[config.mk]
export PLATFORM = sky130hd
export DESIGN_NAME = fsrx_line_rx
export DESIGN_NICKNAME = d
export VERILOG_FILES = /design/src/rtl/fsrx_pkg.sv /design/src/rtl/fsrx_linefilt.sv /design/src/rtl/fsrx_runcode.sv /design/src/rtl/fsrx_bitq.sv /design/src/rtl/fsrx_line_rx.sv
export SDC_FILE = /design/constraint.sdc
export NUM_CORES = 1
export LEC_CHECK = 0
export BUFFER_PORTS_ARGS = -buffer_cell sky130_fd_sc_hd__buf_2
export CAP_MARGIN = 20
export CORE_ASPECT_RATIO = 0.7
export CORE_MARGIN = 2
export CORE_UTILIZATION = 45
export DETAILED_ROUTE_END_ITERATION = 8
export HOLD_SLACK_MARGIN = 0.03
export RECOVER_POWER = 50
export SYNTH_ARGS = -nofsm -noshare
export SYNTH_HDL_FRONTEND = slang
export SYNTH_SLANG_ARGS = --single-unit
[constraint.sdc]
create_clock -name clk -period 1.7 [get_ports clk]
set_input_delay 0.17 -clock clk [delete_from_list [all_inputs] [get_ports clk]]
set_output_delay 0.17 -clock clk [all_outputs]
set_load 0.02 [all_outputs]
[src/rtl/fsrx_pkg.sv]
package fsrx_pkg;

  // Line state, encoded as {line_p, line_n}
  typedef enum logic [1:0] {
    LS_SE0 = 2'b00,
    LS_K   = 2'b01,
    LS_J   = 2'b10,
    LS_SE1 = 2'b11
  } line_e;

  function automatic logic is_data(line_e s);
    return (s == LS_J) || (s == LS_K);
  endfunction

endpackage

[src/rtl/fsrx_linefilt.sv]
// Input register, single-sample spike rejection and run-length counter.
module fsrx_linefilt
  import fsrx_pkg::*;
#(
  parameter int CNT_W = 6
) (
  input  logic             clk,
  input  logic             rst_n,
  input  logic             line_p,
  input  logic             line_n,
  output line_e            filt_st,
  output logic             ev,
  output line_e            ev_old,
  output line_e            ev_new,
  output logic [CNT_W-1:0] run_len
);

  localparam logic [CNT_W-1:0] CNT_MAX = '1;
  localparam logic [CNT_W-1:0] CNT_ONE = CNT_W'(1);

  line_e            raw_q, cand_q, filt_q;
  line_e            raw_d;
  logic [CNT_W-1:0] cnt_q, cnt_d;
  logic             accept;

  // A new state is taken only once two consecutive samples agree on it.
  always_comb begin
    raw_d  = line_e'({line_p, line_n});
    accept = (raw_q == cand_q) && (raw_q != filt_q);
    if (accept)
      cnt_d = CNT_ONE;
    else if (cnt_q == CNT_MAX)
      cnt_d = cnt_q;
    else
      cnt_d = cnt_q + CNT_ONE;
  end

  always_ff @(posedge clk or negedge rst_n) begin
    if (!rst_n) begin
      raw_q  <= LS_J;
      cand_q <= LS_J;
      filt_q <= LS_J;
      cnt_q  <= '0;
    end else begin
      raw_q  <= raw_d;
      cand_q <= raw_q;
      if (accept) filt_q <= raw_q;
      cnt_q  <= cnt_d;
    end
  end

  assign filt_st = filt_q;
  assign ev      = accept;
  assign ev_old  = filt_q;
  assign ev_new  = raw_q;
  assign run_len = cnt_q;

endmodule

[src/rtl/fsrx_runcode.sv]
// Turns each finished run into decoded bits and packet events.
module fsrx_runcode
  import fsrx_pkg::*;
#(
  parameter int CNT_W       = 6,
  parameter int RST_SAMPLES = 10,
  parameter int STUFF_RUN   = 6,
  parameter int PW          = 3
) (
  input  logic             clk,
  input  logic             rst_n,
  input  line_e            filt_st,
  input  logic             ev,
  input  line_e            ev_old,
  input  line_e            ev_new,
  input  logic [CNT_W-1:0] run_len,
  output logic [PW-1:0]    push_n,
  output logic [PW-1:0]    push_ones,
  output logic             q_clr,
  output logic             pkt_act,
  output logic             eop_pls,
  output logic             bus_rst_pls,
  output logic             err_pls
);

  localparam int LW = CNT_W + 1;
  localparam logic [LW-1:0]    STUFF_L = LW'(STUFF_RUN);
  localparam logic [CNT_W-1:0] RST_L   = CNT_W'(RST_SAMPLES);

  logic [LW-1:0] nbits, ones;
  logic          to_data, rst_hit;
  logic          act_q, act_d;
  logic          eop_q, eop_d;
  logic          rst_q, rst_d;
  logic          err_q, err_d;

  always_comb begin
    nbits     = ({1'b0, run_len} + LW'(2)) >> 2;
    ones      = (nbits == '0) ? '0 : nbits - LW'(1);
    to_data   = is_data(ev_new);
    rst_hit   = (filt_st == LS_SE0) && (run_len == RST_L);
    act_d     = act_q;
    eop_d     = 1'b0;
    rst_d     = 1'b0;
    err_d     = 1'b0;
    q_clr     = 1'b0;
    push_n    = '0;
    push_ones = '0;

    if (ev) begin
      if (ev_new == LS_SE1) begin
        err_d = 1'b1;
      end else if (ev_old == LS_SE0) begin
        if (act_q && (run_len < RST_L)) eop_d = 1'b1;
        act_d = 1'b0;
      end else if (ev_old == LS_SE1) begin
        act_d = act_q;
      end else if (!act_q) begin
        // leaving idle: the change itself is the first 0 bit
        if (to_data) begin
          act_d  = 1'b1;
          push_n = PW'(1);
        end
      end else if (ones > STUFF_L) begin
        err_d  = 1'b1;
        push_n = PW'(to_data);
      end else if (ones == STUFF_L) begin
        // the closing change is a stuffed zero: drop it
        push_n    = PW'(ones);
        push_ones = PW'(ones);
      end else begin
        push_n    = PW'(ones) + PW'(to_data);
        push_ones = PW'(ones);
      end
    end

    if (rst_hit) begin
      rst_d  = 1'b1;
      eop_d  = 1'b0;
      act_d  = 1'b0;
      q_clr  = 1'b1;
      push_n = '0;
    end
  end

  always_ff @(posedge clk or negedge rst_n) begin
    if (!rst_n) begin
      act_q <= 1'b0;
      eop_q <= 1'b0;
      rst_q <= 1'b0;
      err_q <= 1'b0;
    end else begin
      act_q <= act_d;
      eop_q <= eop_d;
      rst_q <= rst_d;
      err_q <= err_d;
    end
  end

  assign pkt_act     = act_q;
  assign eop_pls     = eop_q;
  assign bus_rst_pls = rst_q;
  assign err_pls     = err_q;

endmodule

[src/rtl/fsrx_bitq.sv]
// Small bit queue: a burst of up to seven bits in, one bit out per clock.
module fsrx_bitq #(
  parameter int Q_DEPTH = 16,
  parameter int PW      = 3,
  parameter int QCW     = 5
) (
  input  logic           clk,
  input  logic           rst_n,
  input  logic [PW-1:0]  push_n,
  input  logic [PW-1:0]  push_ones,
  input  logic           clr,
  output logic           bit_vld,
  output logic           bit_dat,
  output logic [QCW-1:0] q_cnt
);

  localparam int CW1 = QCW + 1;

  logic [Q_DEPTH-1:0] q_bits, base_bits, q_d;
  logic [QCW-1:0]     cnt_q;
  logic [CW1-1:0]     base_cnt, cnt_d;
  logic               pop;

  always_comb begin
    pop       = (cnt_q != '0);
    base_bits = pop ? (q_bits >> 1) : q_bits;
    base_cnt  = {1'b0, cnt_q} - CW1'(pop);
    q_d       = base_bits;
    for (int i = 0; i < Q_DEPTH; i++) begin
      if ((CW1'(i) >= base_cnt) && (CW1'(i) < base_cnt + CW1'(push_n)))
        q_d[i] = (CW1'(i) - base_cnt) < CW1'(push_ones);
    end
    cnt_d = clr ? '0 : base_cnt + CW1'(push_n);
  end

  always_ff @(posedge clk or negedge rst_n) begin
    if (!rst_n) begin
      q_bits <= '0;
      cnt_q  <= '0;
    end else begin
      q_bits <= q_d;
      cnt_q  <= QCW'(cnt_d);
    end
  end

  assign bit_vld = pop;
  assign bit_dat = q_bits[0];
  assign q_cnt   = cnt_q;

endmodule

[src/rtl/fsrx_line_rx.sv]
module fsrx_line_rx
  import fsrx_pkg::*;
#(
  parameter int CNT_W       = 6,
  parameter int RST_SAMPLES = 10,
  parameter int STUFF_RUN   = 6,
  parameter int Q_DEPTH     = 16
) (
  input  logic clk,
  input  logic rst_n,
  input  logic line_p,
  input  logic line_n,
  output logic bit_vld,
  output logic bit_dat,
  output logic pkt_act,
  output logic eop_pls,
  output logic bus_rst_pls,
  output logic err_pls
);

  localparam int PW  = $clog2(STUFF_RUN + 2);
  localparam int QCW = $clog2(Q_DEPTH + 1);

  logic [1:0]       rst_pipe;
  logic             rst_int_n;
  line_e            filt_st, ev_old, ev_new;
  logic             ev;
  logic [CNT_W-1:0] run_len;
  logic [PW-1:0]    push_n, push_ones;
  logic             q_clr;
  logic [QCW-1:0]   q_cnt;

  // reset asserts at once, releases after two clocks
  always_ff @(posedge clk or negedge rst_n) begin
    if (!rst_n) rst_pipe <= '0;
    else        rst_pipe <= {rst_pipe[0], 1'b1};
  end
  assign rst_int_n = rst_pipe[1];

  fsrx_linefilt #(.CNT_W(CNT_W)) u_filt (
    .clk(clk), .rst_n(rst_int_n), .line_p(line_p), .line_n(line_n),
    .filt_st(filt_st), .ev(ev), .ev_old(ev_old), .ev_new(ev_new),
    .run_len(run_len)
  );

  fsrx_runcode #(
    .CNT_W(CNT_W), .RST_SAMPLES(RST_SAMPLES), .STUFF_RUN(STUFF_RUN), .PW(PW)
  ) u_code (
    .clk(clk), .rst_n(rst_int_n), .filt_st(filt_st), .ev(ev),
    .ev_old(ev_old), .ev_new(ev_new), .run_len(run_len),
    .push_n(push_n), .push_ones(push_ones), .q_clr(q_clr),
    .pkt_act(pkt_act), .eop_pls(eop_pls), .bus_rst_pls(bus_rst_pls),
    .err_pls(err_pls)
  );

  fsrx_bitq #(.Q_DEPTH(Q_DEPTH), .PW(PW), .QCW(QCW)) u_q (
    .clk(clk), .rst_n(rst_int_n), .push_n(push_n), .push_ones(push_ones),
    .clr(q_clr), .bit_vld(bit_vld), .bit_dat(bit_dat), .q_cnt(q_cnt)
  );

endmodule

==> flow_summary_export.csv, run 1 <==
group,metric,value,unit
sta,period_needed,4220,ps
logic_synthesis,synth.net_count,536,
logic_synthesis,yosysWarnings,0,
logic_synthesis,synth_cells,490,
routing,drt-total-wl,16300,um
critical_path,cp_slowest_cell,"or4b_4",
grt,grt_first_pass_wirelength,24800,um
critical_path,crit_top_cell,"ha_4",
sta,fmax,237,MHz
logic_synthesis,syn_area,4120,um2
clock_tree,clk_pin_slew,70,ps
clock_tree,cts_max_path_buffers,2,
hold_path,hold_class,"reg2async",
critical_path,critPathKind,"reg2reg",
placed_design,gp_congestion,0.995,
critical_path,crit_fanout,5,
critical_path,rr_startpoint,"u_filt.run_len[1]",
sta,setup_viol,23,
critical_path,r2r_slack,-2520,ps
grt,overflow,0,
logic_synthesis,synth-seq-cells,39,
clock_tree,cts-root-buf,"clkbuf_16",
final_layout,multi_input_area,3510,um2
critical_path,timing.rr.end,"u_q.q_bits[14]",
grt,antenna_found_initial,0,
final_layout,n_antenna_cell,0,
routing,dr.pass1.iters,6,
logic_synthesis,async_flop_share,100,%
logic_synthesis,ys_types,74,
die,die_area,9940,um2
routing,wl_per_cell,20.4,um
critical_path,startpoint_type,"flip-flop",
sta,rsz0062_at_grt,"yes",
critical_path,crit_arrival,4440,ps
logic_synthesis,ys_seq_area_share,23.8,%
clock_tree,clk-insertion-delay-late,290,ps
die,fp.dieH,84.0,um
critical_path,reg2regPathDepth,18,
die,start_util,45.9,%
final_layout,mostFrequentLayoutCell,"buf_4",
die,fp.coreArea,8960,um2
die,rows,29,
grt,grt_usage,31.6,%
sta,relSlewSlack,36.5,%
sta,final.setup.worst_slack,-2520,ps
sta,skew,3.73,ps
sta,finalCritPeriodShare,248,%
sta,tightest_slew,953,ps
final_layout,ff_latch_area,981,um2
final_layout,stdcell_area,6490,um2
grt,grt_pass1_vias,4592,
final_layout,drive_above_1_share,45.3,%
final_layout,final_cell_mix,"buf_4 (173), nand2_1 (35), dfrtp_1 (35)",
die,chipWidth,118,um
run,cap_violations,0,
final_layout,syn2layout_area_growth,57.6,%
logic_synthesis,avgSynthCellArea,8.40,um2
logic_synthesis,synth_ff_type,"dfrtp_1",
critical_path,required,1910,ps
critical_path,end_kind,"flip-flop",
routing,drc,0,
critical_path,slowest_delay,520,ps
final_layout,finish.utilization,72.4,%
grt,grt_max_degree,22,
outcome,outcome,"finished, violations left",
placed_design,portBuffers,9,
routing,drt_iter0_markers,770,
outcome,violations,"setup timing",
placed_design,dpl_cell_area,5530,um2
die,ios,10,
clock_tree,cts_tree,"built",
clock_tree,cts_max_level,2,
sta,drv_slew,0,
logic_synthesis,synth_edf_count,0,
clock_tree,cts_sinks,39,
routing,viasPerCell,6.13,
final_layout,nFillCells,637,
routing,vias,4888,
sta,final_hold_viol_count,0,
clock_tree,cts_buffers,5,
placed_design,detailed_place_hpwl,11500,um
critical_path,crit_chain,"ha_4 -> inv_4 -> ha_4 -> nor3b_4 -> buf_4 -> a221oi_4 -> nand2_1 -> or3_4 -> nand4_1 -> a21oi_2 -> ha_4 -> inv_2 -> fa_2 -> nand2b_1 -> a21oi_1 -> nor2_1 -> or4b_4 -> o22ai_2",
routing,drtAntennaViolNets,0,
final_layout,layout.nets,719,
-- metal layers --
metal	GRT usage (%)	vias up	part of all wire, %	wire length [um]
met4	6.46	0	3.2	525
li1	-	2167	-	-
met3	6.56	76	11	1850
met2	46.3	326	42	6830
met5	0	-	0	0
met1	47.6	2319	44	7110
-- cell usage after synthesis, drive strengths merged, types with 3 or more instances --
| master | number | area, um2 |
|---|---|---|
| a21o | 6 | 45.0 |
| or4 | 3 | 22.5 |
| xor2 | 7 | 87.6 |
| nor3b | 5 | 53.8 |
| or3 | 8 | 50.1 |
| and2 | 3 | 18.8 |
| o32a | 3 | 30.0 |
| and3 | 4 | 25.0 |
| a31oi | 3 | 18.8 |
| a21oi | 32 | 160 |
| nor2 | 33 | 131 |
| a2111oi | 4 | 66.3 |
| dfrtp | 36 | 901 |
| clkbuf | 12 | 45.0 |
| a211oi | 9 | 67.6 |
| o221ai | 3 | 32.5 |
| o21ai | 25 | 129 |
| inv | 28 | 110 |
| o32ai | 3 | 26.3 |
| ha | 41 | 513 |
| o211ai | 7 | 52.6 |
| nor4 | 4 | 25.0 |
| nor2b | 7 | 43.8 |
| buf | 13 | 72.6 |
| and4 | 3 | 28.8 |
| nand2 | 38 | 143 |
| dfstp | 3 | 78.8 |
| mux2i | 22 | 220 |
| a221oi | 5 | 43.8 |
| o31ai | 4 | 30.0 |
| nor3 | 19 | 95.1 |
| nand3 | 13 | 70.1 |
| nand2b | 6 | 37.5 |
| a21boi | 3 | 22.5 |
| nand4 | 7 | 43.8 |
| xnor2 | 33 | 289 |
| o22ai | 7 | 43.8 |
-- stage by stage --
stage               worst slack, ps  hold WS, ps  setup TNS, ps  std cells
floorplan                     -2480         -126         -43900        490
finish                        -2520          178         -48250        798
CTS                           -2430          187         -45480        784
global route                  -2660          205         -50780        798
global placement              -2520        -45.2         -46970        756
detailed placement            -2660        -39.8         -49240        756
-- kinds of logic after synthesis --
kind of cell / after synthesis / synth area share, %
AOI/OAI and AO/OA: 134 / 22.9
xor gates and xnor gates: 40 / 9.15
adders and majority gates: 42 / 12.9
buffers and inverters: 54 / 5.62
DFF: 39 / 23.8
muxes: 22 / 5.35
other: 1 / 0.0911
and+or+nand+nor: 158 / 20.1
-- repair_timing --
action | 4_1_cts | 5_1_grt
setup endpoints to repair | 29 | 28
hold buffers | 3 | 0
resized for setup | 63 | 41
setup buffers | 18 | 15
hold endpoints to repair | 4 | 0
pin swaps | 33 | 19
-- flip-flops by register name, indices dropped and copies added, names as in the netlist --
| signal | count |
|---|---|
| u_filt.cand_q | 2 |
| u_code.pkt_act | 1 |
| u_q.q_cnt | 5 |
| u_q.q_bits | 16 |
| u_filt.run_len | 6 |
| u_filt.ev_new | 2 |
| u_code.err_pls | 1 |
| u_code.bus_rst_pls | 1 |
| u_filt.ev_old | 2 |
| rst_pipe | 2 |
| u_code.eop_pls | 1 |
-- critical path: cells and delay by family, from the launching register on --
family | cells | cell delay [ps]
buffers and inverters | 3 | 240
flip-flops | 1 | 410
AO/OA/AOI/OAI | 4 | 720
adder cells (fa/ha/maj) | 4 | 1120
AND/OR/NAND/NOR | 7 | 1670
-- final cells by class --
class / count / share of cell area, %
clock buffer: 5 / 1.93
clock inverter: 3 / 0.713
inverter: 29 / 1.79
multi-input combinational: 397 / 54.1
sequential: 39 / 15.1
tap: 124 / 2.39
timing repair buffer: 201 / 24.0
-- how the worst max path moves through the flow --
stage,start,to,slack (ps),cells past startpoint
6_report,u_filt.run_len[1],u_q.q_bits[14],-2520,18
5_1_grt,u_filt.run_len[2],u_q.q_bits[14],-2660,20
4_1_cts,u_filt.run_len[1],u_q.q_bits[0],-2430,19
3_5_place_dp,u_filt.run_len[1],u_q.q_bits[9],-2660,17
3_3_place_gp,u_filt.run_len[2],u_q.q_bits[14],-2520,16
2_1_floorplan,u_filt.run_len[1],u_q.q_bits[0],-2480,20
Power of run 1 is not shown: default switching activity piles up to over one toggle a cycle in this logic, so the estimate is an artifact.
==> inputs of run 2 (changes only) <==
- CORE_UTILIZATION: 45 -> 40
==> run 2 against run 1 <==
  * The flow still finishes with violations (setup timing)
  * Count of clock-buffer cells in the layout increased by 1
  * Register-to-register slack got worse by 40 ps
  * First-iteration DRC count decreased by 44%
  * Non-clock buffer count decreased by 1
  * Clock skew increased by 4.6 ps
  * Wire length decreased by 1.4%
  * Sequential cell count unchanged
  * Design area decreased by 1.1%
  * Final cell count increased by 0.38%
  * Global-route usage decreased by 3.0 points
  * Via count decreased by 4.6%
  * Sequential share of layout area increased by 0.18 points
  * Critical endpoint unchanged
  * Largest cell class unchanged
==> flow_summary_export.csv, run 2 (synthesis results as in run 1) <==
group,metric,value,unit
critical_path,crit_arrival,4470,ps
grt,grt_first_pass_wirelength,24600,um
routing,drt-total-wl,16100,um
grt,overflow,0,
critical_path,startpoint_type,"flip-flop",
final_layout,syn2layout_area_growth,56.0,%
critical_path,cp_slowest_cell,"or4b_1",
hold_path,hold_class,"in2async",
final_layout,layout.nets,718,
final_layout,drive_above_1_share,43.8,%
routing,dr.pass1.iters,5,
outcome,outcome,"finished, violations left",
routing,wl_per_cell,20.1,um
placed_design,gp_congestion,1.02,
routing,vias,4661,
grt,antenna_found_initial,0,
routing,viasPerCell,5.82,
sta,final_hold_viol_count,0,
clock_tree,cts_max_level,2,
clock_tree,cts_max_path_buffers,2,
sta,skew,8.35,ps
die,fp.coreArea,9830,um2
final_layout,n_antenna_cell,0,
sta,finalCritPeriodShare,251,%
placed_design,detailed_place_hpwl,11500,um
placed_design,portBuffers,9,
critical_path,r2r_slack,-2560,ps
clock_tree,clk-insertion-delay-late,290,ps
grt,grt_max_degree,24,
final_layout,final_cells,801,
clock_tree,cts_sinks,39,
sta,period_needed,4260,ps
clock_tree,cts-root-buf,"clkbuf_16",
run,cap_violations,0,
grt,grt_pass1_vias,4627,
sta,rsz0062_at_grt,"yes",
placed_design,dp_cells,764,
clock_tree,cts_tree,"built",
routing,drt_iter0_markers,431,
routing,drtAntennaViolNets,0,
die,chipWidth,125,um
critical_path,slowest_delay,470,ps
clock_tree,cts_buffers,5,
critical_path,crit_fanout,5,
critical_path,critPathKind,"reg2reg",
sta,fmax,235,MHz
sta,setup_viol,23,
critical_path,crit_chain,"ha_4 -> inv_4 -> ha_4 -> nor3b_4 -> buf_4 -> a221oi_2 -> nand2_1 -> or3_4 -> nand4_1 -> a21oi_1 -> ha_2 -> buf_4 -> a21o_1 -> a21oi_4 -> xnor2_1 -> buf_4 -> a21oi_2 -> nor2_1 -> or4b_1 -> o22ai_1",
outcome,violations,"setup timing",
critical_path,end_kind,"flip-flop",
sta,tightest_slew,880,ps
final_layout,regMostFlops,"u_q.q_bits",
die,ios,10,
sta,drv_slew,0,
final_layout,largest_reg_flops,16,
sta,relSlewSlack,41.3,%
die,die_area,11100,um2
die,start_util,41.9,%
routing,drc,0,
grt,grt_usage,28.6,%
sta,final.setup.worst_slack,-2560,ps
die,rows,30,
final_layout,final_cell_mix,"buf_4 (171), nand2_1 (38), dfrtp_1 (34)",
die,fp.dieH,88.9,um
final_layout,mostFrequentLayoutCell,"buf_4",
critical_path,crit_top_cell,"buf_4",
clock_tree,clk_pin_slew,60,ps
critical_path,required,1910,ps
[run 2: changes by cell type in the layout (fill, tap and decap cells not counted), sizes merged]
| cell | previous run | this run |
|---|---|---|
| buf | 196 | 194 |
| clkbuf | 7 | 9 |
| clkinv | 1 | 3 |
| bufinv | 1 | 0 |
| clkinvlp | 1 | 0 |
| inv | 29 | 28 |
[run 2: final timing paths]
kind,start,to,depth (start not counted)
hold / removal,rst_n,rst_pipe[0],2
hold reg to reg,rst_pipe[0],rst_pipe[1],0
setup reg to reg,u_filt.run_len[1],u_q.q_bits[14],20
setup / recovery,u_filt.run_len[1],u_q.q_bits[14],20
min in group clk,rst_pipe[0],rst_pipe[1],0
max in group asynchronous,rst_pipe[1],u_q.q_bits[2],1
[run 2: layout make-up]
| cell class | instances | area (um2) |
|---|---|---|
| Inverter | 29 | 116 |
| Clock inverter | 2 | 13.8 |
| Multi-Input combinational cell | 397 | 3480 |
| Fill cell | 785 | 3410 |
| Sequential cell | 39 | 982 |
| Clock buffer | 6 | 129 |
| Timing Repair Buffer | 200 | 1540 |
| Tap cell | 128 | 160 |
[run 2: repair_timing]
| item | CTS | global route |
|---|---|---|
| resized for setup | 57 | 40 |
| hold endpoints to repair | 4 | 0 |
| buffers inserted | 16 | 12 |
| endpoints found under the setup margin | 29 | 28 |
| pin swaps | 27 | 22 |
| hold buffers | 3 | 0 |
[run 2: worst max-delay path, delay by kind of cell (launching register included)]
family                     cells  cell delay, ps
AOI/OAI and AO/OA              6            1100
xor gates and xnor gates       1             160
adders and majority gates      3             670
buffers and inverters          4             510
DFF                            1             420
and+or+nand+nor                6            1300
[run 2: stage by stage]
| step | hold WS [ps] | cell area, um2 | worst slack, ps | util [%] | setup TNS (ps) |
|---|---|---|---|---|---|
| 2_1_floorplan | -126 | 4270 | -2480 | - | -43900 |
| 3_3_place_gp | -46.5 | 5540 | -2430 | 56.3 | -47050 |
| 3_5_place_dp | -42.2 | 5540 | -2580 | 56.3 | -49700 |
| 4_1_cts | 183 | 6120 | -2460 | 62.2 | -46240 |
| 5_1_grt | 204 | 6420 | -2770 | 65.3 | -52470 |
| 6_report | 186 | 6420 | -2560 | 65.3 | -48500 |
[run 2: routing by layer]
layer	up-vias	global-route usage (%)	routed length, um
met5	-	0	0
met4	0	7.68	371
met3	35	8.14	1790
met2	214	43.4	6730
met1	2240	40.4	7200
li1	2172	-	-
Power of run 2 is left out for the same reason.
==> inputs of run 3 (changes only) <==
==> constraint.sdc (replaced) <==
create_clock -name clk -period 5 [get_ports clk]
set_input_delay 0.5 -clock clk [delete_from_list [all_inputs] [get_ports clk]]
set_output_delay 0.5 -clock clk [all_outputs]
set_load 0.005 [all_outputs]
==> run 3 against run 2 <==
  * The flow finishes with violations (capacitance limit, slew limit)
  * Register-to-register slack better by 2800 ps
  * Wire length shrank 19%
  * Worst hold slack better by 130 ps
  * Sequential share of layout area increased by 6.2 points
==> flow_summary_export.csv, run 3 (synthesis results as in run 1) <==
group,metric,value,unit
outcome,outcome,"finished, violations left",
outcome,violations,"capacitance limit, slew limit",
routing,vias,3908,
final_layout,stdcell_area,4560,um2
routing,drtAntennaViolNets,0,
routing,drc,0,
routing,viasPerCell,6.20,
placed_design,portBuffers,9,
grt,grt_usage,23.9,%
clock_tree,cts_tree,"built",
final_layout,drive_above_1_share,11.8,%
clock_tree,clk-insertion-delay-late,290,ps
sta,final.setup.worst_slack,285,ps
placed_design,gp_congestion,0.974,
sta,drv_slew,38,
placed_design,dpl_cell_area,4340,um2
placed_design,detailed_place_hpwl,9930,um
clock_tree,cts_max_level,2,
final_layout,regMostFlops,"u_q.q_bits",
die,fp.coreArea,9830,um2
critical_path,slowest_delay,510,ps
critical_path,cp_slowest_cell,"a221oi_1",
critical_path,required,5170,ps
run,cap_violations,1,
clock_tree,cts-root-buf,"clkbuf_16",
hold_path,worst_hold_startpoint,"line_p",
final_layout,final_cell_mix,"ha_1 (40), nand2_1 (38), dfrtp_1 (36)",
critical_path,reg2regPathDepth,19,
die,fp.dieH,88.9,um
critical_path,end_kind,"flip-flop",
clock_tree,clk_pin_slew,60,ps
die,rows,30,
sta,tightest_slew,2210,ps
grt,grt_max_degree,38,
grt,antenna_found_initial,0,
sta,period_needed,4720,ps
routing,drt-total-wl,13100,um
die,chipWidth,125,um
grt,grt_pass1_vias,3600,
final_layout,layout.nets,547,
final_layout,mostFrequentLayoutCell,"ha_1",
sta,skew,7.26,ps
critical_path,r2r_slack,280,ps
critical_path,startpoint_type,"flip-flop",
clock_tree,cts_buffers,5,
sta,rsz0062_at_grt,"no",
critical_path,timing.rr.end,"u_q.q_bits[13]",
critical_path,critical_path.top_delay_family,"simple AND/OR/NAND/NOR gates",
routing,drt_iter0_markers,532,
routing,dr.pass1.iters,5,
sta,fmax,212,MHz
critical_path,critPathKind,"reg2reg",
critical_path,crit_arrival,4880,ps
clock_tree,cts_sinks,39,
clock_tree,cts_max_path_buffers,2,
hold_path,hold_end,"u_filt.ev_new[1]",
sta,final_hold_viol_count,0,
critical_path,crit_chain,"ha_2 -> inv_1 -> ha_1 -> nor3b_2 -> a221oi_1 -> nand2_1 -> or3_1 -> nand4_1 -> a21oi_1 -> ha_1 -> inv_1 -> fa_1 -> nor2b_1 -> or2_2 -> nand3_2 -> a21o_1 -> a21oi_1 -> or4_1 -> o21ai_1",
placed_design,preCtsSetupSlack,119,ps
sta,finalCritPeriodShare,94.3,%
routing,wl_per_cell,20.8,um
hold_path,whs_path_depth,1,
sta,setup_viol,0,
hold_path,hold_class,"in2reg",
sta,relSlewSlack,-47.3,%
grt,overflow,0,
die,die_area,11100,um2
final_layout,syn2layout_area_growth,10.8,%
die,start_util,41.9,%
die,ios,10,
critical_path,crit_fanout,10,
critical_path,crit_buf_inv,2,
critical_path,rr_startpoint,"u_filt.run_len[2]",
final_layout,largest_reg_flops,16,
sta,finalSetupTns,0,ps
grt,grt_first_pass_wirelength,20500,um
final_layout,n_antenna_cell,0,
==> run 3: changes by cell type in the layout (fill, tap and decap cells not counted), sizes merged <==
| cell | previous run | this run |
|---|---|---|
| buf | 194 | 26 |
| clkbuf | 9 | 7 |
| dlygate4sd3 | 3 | 1 |
| bufinv | 0 | 1 |
==> run 3: layout make-up <==
type / instances / area (um2)
fill: 962 / 5270
clock buffer: 5 / 125
inverter: 29 / 114
timing repair buffer: 29 / 193
tap: 128 / 160
sequential: 39 / 980
multi-input combinational: 397 / 2950
clock inverter: 3 / 43.8
==> run 3: metrics by stage <==
step	std cells	hold slack (ps)	util [%]
3_3_place_gp	620	286	44.1
3_5_place_dp	620	288	44.1
4_1_cts	629	304	46.0
2_1_floorplan	490	204	-
5_1_grt	630	301	46.4
6_report	630	317	46.4
==> run 3: worst max path at each step <==
stage / from / to / cells after the start
2_1_floorplan: u_q.q_cnt[3] / u_q.q_bits[0] / 17
3_3_place_gp: u_filt.run_len[1] / u_q.q_bits[0] / 19
3_5_place_dp: u_filt.run_len[1] / u_q.q_bits[0] / 17
4_1_cts: u_filt.run_len[1] / u_q.q_bits[0] / 19
5_1_grt: u_filt.run_len[1] / u_q.q_bits[0] / 17
6_report: u_filt.run_len[2] / u_q.q_bits[13] / 19
==> run 3: routing by layer <==
layer  global-route usage, %  wire [um]  vias to the layer above
met5                       0          0                        -
met4                    5.05        182                        0
met3                    7.78       1420                       19
met2                    32.5       5020                      191
met1                    36.4       6450                     1874
li1                        -          -                     1824
==> run 3: what timing repair did <==
action,CTS,global route
setup buffers,0,1
endpoints found under the hold margin,2,0
hold buffers,1,0
endpoints found under the setup margin,0,13
gates resized for setup,0,7
Power of run 3 is left out for the same reason.
